**src/rtl/divclk_pkg.sv**
```systemverilog
package divclk_pkg;

    // Legal ratio between the core field and one secondary field (field = divide - 1)
    function automatic logic ratio_ok(input int unsigned core_f,
                                      input int unsigned sec_f,
                                      input int unsigned max_ratio);
        return (sec_f >= core_f) && ((sec_f + 1) <= max_ratio * (core_f + 1));
    endfunction

endpackage

```
**src/rtl/divclk_regfile.sv**
```systemverilog
module divclk_regfile
    import divclk_pkg::*;
#(
    parameter int NUM_SEC   = 3,
    parameter int FW        = 4,
    parameter int REG_W     = 32,
    parameter int MAX_RATIO = 8
) (
    input  logic             clk,
    input  logic             rst_n,
    input  logic             boot_lp,
    input  logic             lp_run,
    input  logic             wr_en,
    input  logic [REG_W-1:0] wr_data,
    output logic [REG_W-1:0] cfg_q,
    output logic             rej_q
);
    localparam int LSB_USED = REG_W - FW * (NUM_SEC + 1);
    localparam logic [REG_W-1:0] USED_MASK =
        ~(((REG_W)'(1) << LSB_USED) - (REG_W)'(1));

    typedef struct packed {
        logic [REG_W-1:0] cfg;
        logic             rej;
    } reg_st_t;

    reg_st_t st_d, st_q;
    logic    legal;
    logic [REG_W-1:0] rst_word;

    always_comb begin
        legal = 1'b1;
        for (int k = 0; k < NUM_SEC; k++) begin
            if (!ratio_ok(32'(wr_data[REG_W-1 -: FW]),
                          32'(wr_data[REG_W-1-FW*(k+1) -: FW]),
                          MAX_RATIO))
                legal = 1'b0;
        end

        rst_word = '0;
        rst_word[REG_W-1 -: FW] = boot_lp ? FW'(MAX_RATIO - 1) : '0;
        rst_word[LSB_USED] = 1'b1;

        st_d = st_q;
        if (!rst_n) begin
            st_d.cfg = rst_word;
            st_d.rej = 1'b0;
        end else if (wr_en) begin
            if (lp_run || !legal) begin
                st_d.rej = 1'b1;
            end else begin
                st_d.cfg = wr_data & USED_MASK;
                st_d.rej = 1'b0;
            end
        end
    end

    always_ff @(posedge clk) begin
        st_q <= st_d;
    end

    assign cfg_q = st_q.cfg;
    assign rej_q = st_q.rej;


    idle_hold_chk: assert property (@(posedge clk) disable iff (!rst_n)
        !wr_en |=> $stable(cfg_q));


    lock_hold_chk: assert property (@(posedge clk) disable iff (!rst_n)
        (wr_en && lp_run) |=> ($stable(cfg_q) && rej_q));


    drop_keeps_chk: assert property (@(posedge clk) disable iff (!rst_n)
        $rose(rej_q) |-> $stable(cfg_q));

endmodule

```
**src/rtl/divclk_counter.sv**
```systemverilog
module divclk_counter #(
    parameter int FW = 4
) (
    input  logic          clk,
    input  logic          rst_n,
    input  logic [FW-1:0] fld,
    output logic          en
);
    typedef struct packed {
        logic [FW-1:0] cnt;
        logic [FW-1:0] div;
    } cnt_st_t;

    cnt_st_t st_d, st_q;

    assign en = (st_q.cnt == st_q.div);

    always_comb begin
        st_d = st_q;
        if (!rst_n) begin
            st_d.cnt = '0;
            st_d.div = fld;
        end else if (en) begin
            st_d.cnt = '0;
            st_d.div = fld;
        end else begin
            st_d.cnt = st_q.cnt + 1'b1;
        end
    end

    always_ff @(posedge clk) begin
        st_q <= st_d;
    end


    one_cycle_chk: assert property (@(posedge clk) disable iff (!rst_n)
        (en && (fld != '0)) |=> !en);


    cnt_bound_chk: assert property (@(posedge clk) disable iff (!rst_n)
        st_q.cnt <= st_q.div);


    mid_period_chk: assert property (@(posedge clk) disable iff (!rst_n)
        !en |=> $stable(st_q.div));

endmodule

```
**src/rtl/divclk_guard.sv**
```systemverilog
module divclk_guard #(
    parameter int NUM_SEC   = 3,
    parameter int FW        = 4,
    parameter int REG_W     = 32,
    parameter int MAX_RATIO = 8
) (
    input  logic               clk,
    input  logic               rst_n,
    input  logic               boot_lp,
    input  logic               lp_run,
    input  logic               wr_en,
    input  logic [REG_W-1:0]   wr_data,
    output logic [REG_W-1:0]   rd_data,
    output logic               wr_rejected,
    output logic               core_en,
    output logic [NUM_SEC-1:0] sec_en
);
    logic [REG_W-1:0] cfg_q;

    divclk_regfile #(
        .NUM_SEC(NUM_SEC), .FW(FW), .REG_W(REG_W), .MAX_RATIO(MAX_RATIO)
    ) u_regs (
        .clk(clk), .rst_n(rst_n), .boot_lp(boot_lp), .lp_run(lp_run),
        .wr_en(wr_en), .wr_data(wr_data), .cfg_q(cfg_q), .rej_q(wr_rejected)
    );

    divclk_counter #(.FW(FW)) u_core (
        .clk(clk), .rst_n(rst_n), .fld(cfg_q[REG_W-1 -: FW]), .en(core_en)
    );

    for (genvar k = 0; k < NUM_SEC; k++) begin : g_sec
        divclk_counter #(.FW(FW)) u_sec (
            .clk(clk), .rst_n(rst_n),
            .fld(cfg_q[REG_W-1-FW*(k+1) -: FW]), .en(sec_en[k])
        );
    end

    assign rd_data = cfg_q;


    low_zero_chk: assert property (@(posedge clk) disable iff (!rst_n)
        rd_data[REG_W-FW*(NUM_SEC+1)-1:0] == '0);

endmodule

```
**config.mk**
```make
export PLATFORM = sky130hd
export DESIGN_NAME = divclk_guard
export DESIGN_NICKNAME = d
export VERILOG_FILES = /design/src/rtl/divclk_pkg.sv /design/src/rtl/divclk_regfile.sv /design/src/rtl/divclk_counter.sv /design/src/rtl/divclk_guard.sv
export SDC_FILE = /design/constraint.sdc
export NUM_CORES = 1
export LEC_CHECK = 0
export BUFFER_PORTS_ARGS = -buffer_cell sky130_fd_sc_hd__buf_2
export CAP_MARGIN = 15
export CELL_PAD_IN_SITES_DETAIL_PLACEMENT = 1
export CELL_PAD_IN_SITES_GLOBAL_PLACEMENT = 2
export CORE_UTILIZATION = 32
export DETAILED_ROUTE_END_ITERATION = 7
export PLACE_DENSITY_LB_ADDON = 0.2
export SLEW_MARGIN = 20
export SYNTH_ARGS = -nofsm -noshare
export SYNTH_HDL_FRONTEND = slang
export SYNTH_SLANG_ARGS = --single-unit
```
**constraint.sdc**
```tcl
create_clock -name clk -period 2.8 [get_ports clk]
set_input_delay 0.28 -clock clk [delete_from_list [all_inputs] [get_ports clk]]
set_output_delay 0.28 -clock clk [all_outputs]
set_load 0.01 [all_outputs]
```
==> impl_metrics.yaml <==
yosys:
  synth_top_area_frac: 0.230
  synthTopCellsByArea: "edfxtp_1, dfxtp_1, ha_1"
  yosysWarnings: 0
  syn-instance-count: 248
  synth.avg_cell_area_sq_um: 10.5
  synth_top_area_cell: "edfxtp_1"
  synth_cell_types: 38
  ys_seq_elements: 49
  synthesis.area_sq_mm: 0.00261
  ys_seq_area_frac: 0.452
detailed_routing:
  drtAntennaViolNets: 0
  drtIter0Drc: 59
  dr.pass1.iters: 4
  drc: 0
  vias: 1710
  via_per_inst: 4.38
  routed_wl_mm: 4.91
  routedWlPerCell_um: 12.6
timing:
  fin_skew_ns: 0.00630
  whs_ns: 0.259
  min_period_over_period: 0.804
  rsz0062_at_grt: "false"
  slew_headroom: 0.579
  max_freq_ghz: 0.444
  tightest_slew_ns: 0.631
  final_period_minus_worst_setup_slack_ns: 2.25
  finalSetupViolations: 0
  hold_violations: 0
  slew_viol_final: 0
  tns_ns: 0
die:
  std_cell_rows: 32
  core_sq_mm: 0.00781
  fp.dieH_um: 92.4
  die_w_um: 92.4
  design.die.area_sq_mm: 0.00853
  start_util: 0.335
  num_io_pins: 74
power:
  p_leak_nw: 1.32
  ir_worst_vdd_mv: 0.223
  power.density_mw_per_mm2: 627
cells_and_area:
  multi_input_area_sq_mm: 0.00121
  final_common_cell: "buf_2"
  seqCellArea_sq_mm: 0.00118
  area_growth_pct: 12.2
  n_fill_cell: 931
  antenna_cells: 0
  nNetsFinal: 347
  mostFrequentLayoutCells: "buf_2, nand2_1, dfxtp_1"
  drive_gt1_frac: 0.208
clocking:
  hold_buffers: 0
  clk_pin_slew_ns: 0.08
  clk_latency_ns: 0.30
  numCtsBuffers: 5
  post_cts_resized: 0
  cts_buffer_depth: 2
  cts_root_buf: "clkbuf_8"
  post-cts-setup-buffers: 0
  cts_sinks: 49
  htreeDepth: 2
  tritoncts: "done"
placement:
  gp_congestion: 0.742
  hpwl_mm: 3.84
  port_buffers: 41
worst_setup_path:
  rrSetupSlack_ns: 1.45
  worstPathCellList: "buf_2 > ha_1 > inv_1 > ha_1 > nor2b_2 > o22ai_1 > nand4_1 > nand2_1 > and3_1 > buf_4 > mux2i_1"
  cp.arrival_ns: 2.47
  ff2ff_path_depth: 3
  crit_path_max_incr_delay_ns: 0.32
  worstSetupStartpointType: "primary input"
  crit_path_end_kind: "register"
  cp.depth: 11
  crit_buf_inv: 3
  cp_slowest_cell: "and3_1"
  timing.rr.end: "g_sec[0].u_sec.st_q[3]$_DFFE_PP_"
  r2r-start: "g_sec[0].u_sec.st_q[3]$_DFFE_PP_"
  critPathCapture: "u_regs.cfg_q[24]$_SDFFE_PN0P_"
  worst-setup-path-type: "in -> reg"
  critPathRequiredTime_ns: 3.02
  cpLargestDelayFamily: "simple AND/OR/NAND/NOR gates"
  cp_max_fo: 12
  cp-startpoint: "wr_data[28]"
  cp_common_cell: "ha_1"
min_path:
  min_from: "wr_data[20]"
  hp-class: "in -> reg"
global_routing:
  grt_pass1_vias: 1747
  globalRouteTotalUtil: 0.122
  grt_pass1_wl_mm: 8.21
  overflow: 0
  grt_start_max_net_pins: 39
  antenna_found_initial: 0
job:
  drv_cap: 0
status:
  status: "complete, no violations"
[per-stage QoR]
stage	setup WS, ns	total power [mW]	instance area, sq um	cells	util
finish	0.548	1.84	2930	390	0.375
detailed placement	0.239	1.31	2800	382	0.359
global placement	0.282	1.30	2800	382	0.359
CTS	0.537	1.87	2930	390	0.375
floorplan	0.685	1.24	2670	263	-
global route	0.338	1.95	2930	390	0.375
[sequential cells by signal, indices dropped and copies added, names as in the netlist]
signal and count:
u_regs.cfg_q 16, u_core.st_q 8, g_sec.u_sec.st_q 24, u_regs.rej_q 1
[kinds of logic after synthesis]
kind of cell	count (synthesis)	share of synthesized area
other	1	0.00144
XOR/XNOR	27	0.0905
buffers and inverters	43	0.105
AND/OR/NAND/NOR	75	0.143
flip-flops	49	0.452
multiplexers	11	0.0421
adder cells (fa/ha/maj)	23	0.110
AO/OA/AOI/OAI	19	0.0556
[layer usage]
metal	track usage	vias to the layer above	share of wire
li1	-	875	-
met2	0.205	35	0.47
met5	0	-	0
met1	0.156	796	0.48
met4	0.0391	0	0.011
met3	0.0238	4	0.036
[worst reg2reg max path, delay by kind of cell (launching register included)]
kind,cells,cell delay (ns)
AND/OR/NAND/NOR,2,0.46
flip-flops,1,0.41
XOR/XNOR,1,0.16
[power by group]
part / internal, mW / total [mW] / switching (mW)
clock network: 0.319 / 0.550 / 0.231
registers: 0.847 / 0.919 / 0.0720
logic: 0.171 / 0.368 / 0.197
[worst min path at each step]
stage / to / slack [ns] / depth (start not counted)
2_1_floorplan: u_regs.cfg_q[17]$_SDFFE_PN0P_ / 0.42 / 2
5_1_grt: u_regs.cfg_q[23]$_SDFFE_PN0P_ / 0.27 / 3
3_3_place_gp: u_core.st_q[2]$_DFFE_PP_ / 0.44 / 0
3_5_place_dp: u_core.st_q[2]$_DFFE_PP_ / 0.44 / 0
4_1_cts: u_regs.cfg_q[24]$_SDFFE_PN0P_ / 0.25 / 3
6_report: u_regs.cfg_q[20]$_SDFFE_PN0P_ / 0.26 / 3
[synth_stat cells]
| library cell | count |
|---|---|
| nand2_1 | 30 |
| and2b_1 | 1 |
| o22ai_2 | 1 |
| o21bai_1 | 1 |
| o211ai_2 | 1 |
| o21ai_0 | 1 |
| o22ai_1 | 2 |
| nand2b_1 | 1 |
| o2111ai_1 | 1 |
| dfxtp_1 | 29 |
| and3_1 | 6 |
| nor2b_2 | 3 |
| nand3_2 | 2 |
| nor2b_1 | 1 |
| inv_1 | 18 |
| ha_1 | 23 |
| buf_6 | 1 |
| o22a_1 | 1 |
| xor2_1 | 4 |
| clkbuf_1 | 1 |
| nand3_1 | 5 |
| buf_12 | 1 |
| buf_4 | 20 |
| nor2_1 | 18 |
| xnor2_1 | 23 |
| o21ai_1 | 4 |
| edfxtp_1 | 20 |
| nor3b_2 | 1 |
| nand4_1 | 6 |
| conb_1 | 1 |
| dlygate4sd1_1 | 1 |
| clkbuf_8 | 1 |
| a211oi_2 | 1 |
| a31o_1 | 3 |
| mux2i_1 | 11 |
| o311ai_1 | 1 |
| a21oi_1 | 2 |
| nand2b_4 | 1 |
[area by class of cell]
type / instances / share of cell area
repair buffers: 42 / 0.0726
well taps: 102 / 0.0436
clock inverters: 2 / 0.0120
flip-flops and latches: 49 / 0.403
multi-input cells: 171 / 0.414
clock buffers: 6 / 0.0320
inverters: 18 / 0.0231
Power figures use the tool's default switching activity.
